===== src/rtl/reloc_pkg.sv =====
package reloc_pkg;

  // Strobes from control to datapath, valid for the current cycle only.
  typedef struct packed {
    logic issue;      // accepted access goes to memory
    logic boundTrap;  // accepted user access is out of range
    logic privTrap;   // register write attempted from user mode
    logic loadBase;   // privileged load of the relocation base
    logic loadLimit;  // privileged load of the limit
    logic translate;  // add the base to the outgoing address
  } relocStrobe_t;

  localparam int CauseBound = 0;
  localparam int CausePriv  = 1;

endpackage


===== src/rtl/reloc_ctrl.sv =====
module reloc_ctrl
  import reloc_pkg::*;
(
  input  logic         clk,
  input  logic         rstN,
  input  logic         reqValid,
  input  logic         kernelMode,
  input  logic         regWrEn,
  input  logic         regSel,
  input  logic         inBounds,
  output logic         reqReady,
  output relocStrobe_t strobe
);

  logic readyQ;
  logic accept;

  always_ff @(posedge clk) begin
    if (!rstN) readyQ <= 1'b0;
    else       readyQ <= 1'b1;
  end

  assign reqReady = readyQ;
  assign accept   = reqValid && readyQ;

  always_comb begin
    strobe           = '0;
    strobe.translate = !kernelMode;
    strobe.issue     = accept && (kernelMode || inBounds);
    strobe.boundTrap = accept && !kernelMode && !inBounds;
    strobe.privTrap  = regWrEn && !kernelMode;
    strobe.loadBase  = regWrEn && kernelMode && !regSel;
    strobe.loadLimit = regWrEn && kernelMode && regSel;
  end

  // a register load and a privilege trap never coincide
  a_r6_load_excludes_trap: assert property (@(posedge clk) disable iff (!rstN)
    !((strobe.loadBase || strobe.loadLimit) && strobe.privTrap));

  // an access is either issued or trapped, never both
  a_r3_issue_or_trap: assert property (@(posedge clk) disable iff (!rstN)
    !(strobe.issue && strobe.boundTrap));

endmodule


===== src/rtl/reloc_dp.sv =====
module reloc_dp
  import reloc_pkg::*;
#(
  parameter int LA_W   = 8,
  parameter int PA_W   = 10,
  parameter int DATA_W = 8
) (
  input  logic              clk,
  input  logic              rstN,
  input  relocStrobe_t      strobe,
  input  logic [LA_W-1:0]   reqAddr,
  input  logic              reqWrite,
  input  logic [DATA_W-1:0] reqWdata,
  input  logic [PA_W-1:0]   regWrData,
  output logic              inBounds,
  output logic              memValid,
  output logic [PA_W-1:0]   memAddr,
  output logic              memWrite,
  output logic [DATA_W-1:0] memWdata,
  output logic              trapValid,
  output logic [1:0]        trapCause,
  output logic [LA_W-1:0]   faultAddr,
  output logic [PA_W-1:0]   curBase,
  output logic [LA_W:0]     curLimit
);

  localparam int LIM_W = LA_W + 1;

  logic [PA_W-1:0]   baseQ;
  logic [LIM_W-1:0]  limitQ;
  logic [PA_W-1:0]   physNext;
  logic              memValidQ;
  logic [PA_W-1:0]   memAddrQ;
  logic              memWriteQ;
  logic [DATA_W-1:0] memWdataQ;
  logic              trapQ;
  logic [1:0]        causeQ;
  logic [LA_W-1:0]   faultQ;

  assign inBounds = {1'b0, reqAddr} < limitQ;
  assign physNext = strobe.translate ? (baseQ + PA_W'(reqAddr)) : PA_W'(reqAddr);

  // Relocation and limit registers
  always_ff @(posedge clk) begin
    if (!rstN) begin
      baseQ  <= '0;
      limitQ <= '0;
    end else begin
      if (strobe.loadBase)  baseQ  <= regWrData;
      if (strobe.loadLimit) limitQ <= regWrData[LIM_W-1:0];
    end
  end

  // Memory-side command stage
  always_ff @(posedge clk) begin
    if (!rstN) begin
      memValidQ <= 1'b0;
      memAddrQ  <= '0;
      memWriteQ <= 1'b0;
      memWdataQ <= '0;
    end else begin
      memValidQ <= strobe.issue;
      if (strobe.issue) begin
        memAddrQ  <= physNext;
        memWriteQ <= reqWrite;
        memWdataQ <= reqWdata;
      end
    end
  end

  // Trap pulse and fault capture
  always_ff @(posedge clk) begin
    if (!rstN) begin
      trapQ  <= 1'b0;
      causeQ <= '0;
      faultQ <= '0;
    end else begin
      trapQ             <= strobe.boundTrap || strobe.privTrap;
      causeQ[CauseBound] <= strobe.boundTrap;
      causeQ[CausePriv]  <= strobe.privTrap;
      if (strobe.boundTrap) faultQ <= reqAddr;
    end
  end

  assign memValid  = memValidQ;
  assign memAddr   = memAddrQ;
  assign memWrite  = memWriteQ;
  assign memWdata  = memWdataQ;
  assign trapValid = trapQ;
  assign trapCause = causeQ;
  assign faultAddr = faultQ;
  assign curBase   = baseQ;
  assign curLimit  = limitQ;

  // an out-of-bounds trap never coincides with a memory command
  a_r3_bound_blocks_mem: assert property (@(posedge clk) disable iff (!rstN)
    trapCause[CauseBound] |-> !memValid);

  // a trap pulse always carries a cause, and causes only appear with a pulse
  a_r7_cause_with_pulse: assert property (@(posedge clk) disable iff (!rstN)
    trapValid == (trapCause != 2'b00));

endmodule


===== src/rtl/reloc_guard.sv =====
module reloc_guard
  import reloc_pkg::*;
#(
  parameter int LA_W   = 8,
  parameter int PA_W   = 10,
  parameter int DATA_W = 8
) (
  input  logic              clk,
  input  logic              rstN,
  input  logic              reqValid,
  output logic              reqReady,
  input  logic [LA_W-1:0]   reqAddr,
  input  logic              reqWrite,
  input  logic [DATA_W-1:0] reqWdata,
  input  logic              kernelMode,
  input  logic              regWrEn,
  input  logic              regSel,
  input  logic [PA_W-1:0]   regWrData,
  output logic              memValid,
  output logic [PA_W-1:0]   memAddr,
  output logic              memWrite,
  output logic [DATA_W-1:0] memWdata,
  output logic              trapValid,
  output logic [1:0]        trapCause,
  output logic [LA_W-1:0]   faultAddr,
  output logic [PA_W-1:0]   curBase,
  output logic [LA_W:0]     curLimit
);

  relocStrobe_t strobe;
  logic         inBounds;

  reloc_ctrl u_ctrl (
    .clk        (clk),
    .rstN       (rstN),
    .reqValid   (reqValid),
    .kernelMode (kernelMode),
    .regWrEn    (regWrEn),
    .regSel     (regSel),
    .inBounds   (inBounds),
    .reqReady   (reqReady),
    .strobe     (strobe)
  );

  reloc_dp #(
    .LA_W   (LA_W),
    .PA_W   (PA_W),
    .DATA_W (DATA_W)
  ) u_dp (
    .clk       (clk),
    .rstN      (rstN),
    .strobe    (strobe),
    .reqAddr   (reqAddr),
    .reqWrite  (reqWrite),
    .reqWdata  (reqWdata),
    .regWrData (regWrData),
    .inBounds  (inBounds),
    .memValid  (memValid),
    .memAddr   (memAddr),
    .memWrite  (memWrite),
    .memWdata  (memWdata),
    .trapValid (trapValid),
    .trapCause (trapCause),
    .faultAddr (faultAddr),
    .curBase   (curBase),
    .curLimit  (curLimit)
  );

  // kernel accesses reach memory untranslated one cycle later
  a_r4_kernel_bypass: assert property (@(posedge clk) disable iff (!rstN)
    (reqValid && reqReady && kernelMode) |=>
      (memValid && !trapCause[CauseBound] && memAddr == PA_W'($past(reqAddr))));

  // legal user accesses are relocated with wraparound
  a_r2_user_relocate: assert property (@(posedge clk) disable iff (!rstN)
    (reqValid && reqReady && !kernelMode && ({1'b0, reqAddr} < curLimit)) |=>
      (memValid && memAddr == PA_W'($past(curBase) + PA_W'($past(reqAddr)))));

  // illegal user accesses trap and capture the address
  a_r3_user_trap: assert property (@(posedge clk) disable iff (!rstN)
    (reqValid && reqReady && !kernelMode && ({1'b0, reqAddr} >= curLimit)) |=>
      (!memValid && trapValid && trapCause[CauseBound] && faultAddr == $past(reqAddr)));

  // user-mode register writes leave both registers untouched
  a_r6_priv_write_ignored: assert property (@(posedge clk) disable iff (!rstN)
    (regWrEn && !kernelMode) |=>
      ($stable(curBase) && $stable(curLimit) && trapCause[CausePriv]));

endmodule


===== config.mk =====
export PLATFORM = sky130hd
export DESIGN_NAME = reloc_guard
export DESIGN_NICKNAME = d
export VERILOG_FILES = /design/src/rtl/reloc_pkg.sv /design/src/rtl/reloc_ctrl.sv /design/src/rtl/reloc_dp.sv /design/src/rtl/reloc_guard.sv
export SDC_FILE = /design/constraint.sdc
export NUM_CORES = 1
export LEC_CHECK = 0
export ABC_AREA = 1
export BUFFER_PORTS_ARGS = -buffer_cell sky130_fd_sc_hd__buf_2
export CORE_MARGIN = 2
export CORE_UTILIZATION = 54
export DETAILED_ROUTE_END_ITERATION = 10
export GPL_ROUTABILITY_DRIVEN = 1
export GPL_TIMING_DRIVEN = 1
export PLACE_DENSITY = 0.85
export REMOVE_ABC_BUFFERS = 1
export SLEW_MARGIN = 40
export SYNTH_ARGS = -nofsm -noshare
export SYNTH_HDL_FRONTEND = slang
export SYNTH_SLANG_ARGS = --single-unit

===== constraint.sdc =====
create_clock -name clk -period 3 [get_ports clk]
set_input_delay 0.3 -clock clk [delete_from_list [all_inputs] [get_ports clk]]
set_output_delay 0.3 -clock clk [all_outputs]
set_load 0.005 [all_outputs]

==> results.ini <==
[outcome]
status = finished, final reports clean

[hold_path]
hold_depth = 3
hold_path.class = in2reg

[floorplanning]
die_h_um = 73.0
initial_core_util = 0.552
coreArea_um2 = 4660
rows = 25
dieArea_um2 = 5330
die_width_um = 73.0
pin_count = 84

[setup_path]
critPathLaunchType = register
cp-end-kind = register
path_class = reg2reg
cp.required_ns = 3.21
worstRegToRegCells = 10
critPathMaxFanout = 19
cp.arrival_ns = 2.10

[placement]
placedCellCount = 499
portBuffers = 83
gp_congestion = 0.917
detailed_place_hpwl_um = 4990
placed_area_um2 = 3010
preCtsSetupSlack_ns = 1.05

[logic_synthesis]
synth-seq-cells = 51
yosysMostFrequentCell = nand2_1
synth_area_um2 = 2570
synth_edf_count = 0
synth_top_area_share = 0.397
ys_async_sr_fraction = 0
ys_warn_count = 0
synth_area_leaders = dfxtp_1 (40%), nand2_1 (13%), nor2_1 (11%)
yosysTopAreaCell = dfxtp_1
synth.distinct_cells = 28
yosysSeqAreaShare = 0.397
synth_common_cells = nand2_1 (92), nor2_1 (72), dfxtp_1 (51), inv_1 (35), o21ai_0 (30)
synth_area_per_cell_um2 = 6.95
synthCells = 370
synth-main-ff-cell = dfxtp_1

[finish]
diodes = 0
final_cells = 507
num-nets-final = 501
final_area_um2 = 3100
drive_above_1_share = 0.230
finish.utilization = 0.666
multi_input_area_um2 = 1330
seq_area_um2 = 1020
fill_cells = 417
synthToLayoutAreaGrowth_pct = 20.6

[timing]
setup_slack_ns = 1.11
tightest_slew_ns = 0.629
setup_viol = 0
min_period_ns = 1.89
setup-tns-final_ns = 0
max_slew_margin = 0.580
maxSlewViolCount = 0
whs_ns = 0.228
rsz0062_at_grt = no
finalHoldViolations = 0
timing.final.crit_share = 0.632
max_freq_mhz = 528
finClkSkew_ns = 0.00325

[route]
ant_nets = 0
via_per_inst = 5.15
drt_pass1_iterations = 5
totalWireLength_um = 6410
routedWlPerCell_um = 12.6
vias = 2610
drt_iter0_markers = 199
drc = 0

[clock_network]
clkLatencyLatePin_ns = 0.30
cts.sinks = 51
cts_tree = yes
ctsHoldBuffers = 0
cts_inserted_buffers = 5
cts_resized = 0
root_buffer = clkbuf_8
post_cts_buffers = 0
htree_levels = 2
ctsLongestPathBuffers = 2
clk_pin_slew_ns = 0.09

[pwr]
leakagePower_nw = 1.66
powerDensity_nw_per_um2 = 453
ir_drop_mv = 0.250
p_total_mw = 1.41

[grt]
grt_max_degree = 43
grt_pass1_wl_um = 10900
grt_overflow = 0
antenna_found_initial = 0
first_global_vias = 2459
grt_use_total = 0.261

[flow_run]
cap_violations = 0

cells in the final DEF (no fill, tap or decap):
cell type   count
o21ai_1         4
nand4_1         2
dfxtp_1        51
nor2_1         72
clkbuf_8        5
bufinv_8        1
nand2_1        92
nor3_1          1
nand2_4         1
inv_1          35
clkinvlp_4      2
nand3_1        16
ha_1           15
nand2_2         2
buf_4           1
clkinv_2        1
a21oi_4         1
o21ai_0        30
nand3b_1        7
xor2_1          1
xnor2_1         2
inv_4           1
a21oi_1        19
inv_2           3
fa_1            1
nor2_2          1
nand3_2         1
a21boi_2        1
buf_2          83
clkinv_1        1
cell families (layout without fill, tap and decap cells):
group,count (synthesis),after routing,share of synthesized area
AO/OA/AOI/OAI,55,55,0.114
XOR/XNOR,3,3,0.0102
adder cells (fa/ha/maj),16,16,0.0807
buffers and inverters,50,133,0.0851
flip-flops,51,51,0.397
AND/OR/NAND/NOR,195,195,0.313
final cells by class:
| type | instances | area share |
|---|---|---|
| repair buffers | 84 | 0.136 |
| clock inverters | 3 | 0.00645 |
| inverters | 41 | 0.0548 |
| multi-input cells | 269 | 0.429 |
| clock buffers | 5 | 0.0222 |
| well taps | 54 | 0.0218 |
| flip-flops and latches | 51 | 0.329 |
sequential cells by signal (all words and copies together), names as in the netlist:
| name | flops |
|---|---|
| u_dp.curBase | 10 |
| u_dp.trapValid | 1 |
| u_dp.faultAddr | 8 |
| u_ctrl.reqReady | 1 |
| u_dp.trapCause | 2 |
| u_dp.memWdata | 8 |
| u_dp.curLimit | 9 |
| u_dp.memValid | 1 |
| u_dp.memWrite | 1 |
| u_dp.memAddr | 10 |
power breakdown:
part | total [mW] | internal, mW | switching (mW)
registers | 0.735 | 0.714 | 0.0204
logic | 0.280 | 0.114 | 0.167
clock network | 0.391 | 0.163 | 0.229
final timing paths:
kind / end / from / slack (ns)
max reg2reg: u_dp.memAddr[5] / u_dp.curLimit[4] / 1.11
max: u_dp.memAddr[5] / u_dp.curLimit[4] / 1.11
min reg2reg: u_dp.memAddr[9] / u_dp.memAddr[9] / 0.47
min: u_dp.curBase[5] / regWrData[5] / 0.23
routing by layer:
metal  share of wire  track usage  vias up
li1                -            -     1333
met1            0.43        0.313     1155
met2            0.49        0.466      110
met3           0.067       0.0552       12
met4           0.015       0.0700        0
met5               0            0        -
worst max-delay path, stage by stage, from the launching register on:
cell,delay (ns)
dfxtp_1,0.34
inv_1,0.06
ha_1,0.29
a21oi_1,0.17
nand2_1,0.07
nand2_1,0.07
nand3_2,0.12
a21oi_4,0.45
nand2_1,0.09
nor2_1,0.10
nor2_1,0.04
Power figures use the tool's default switching activity.
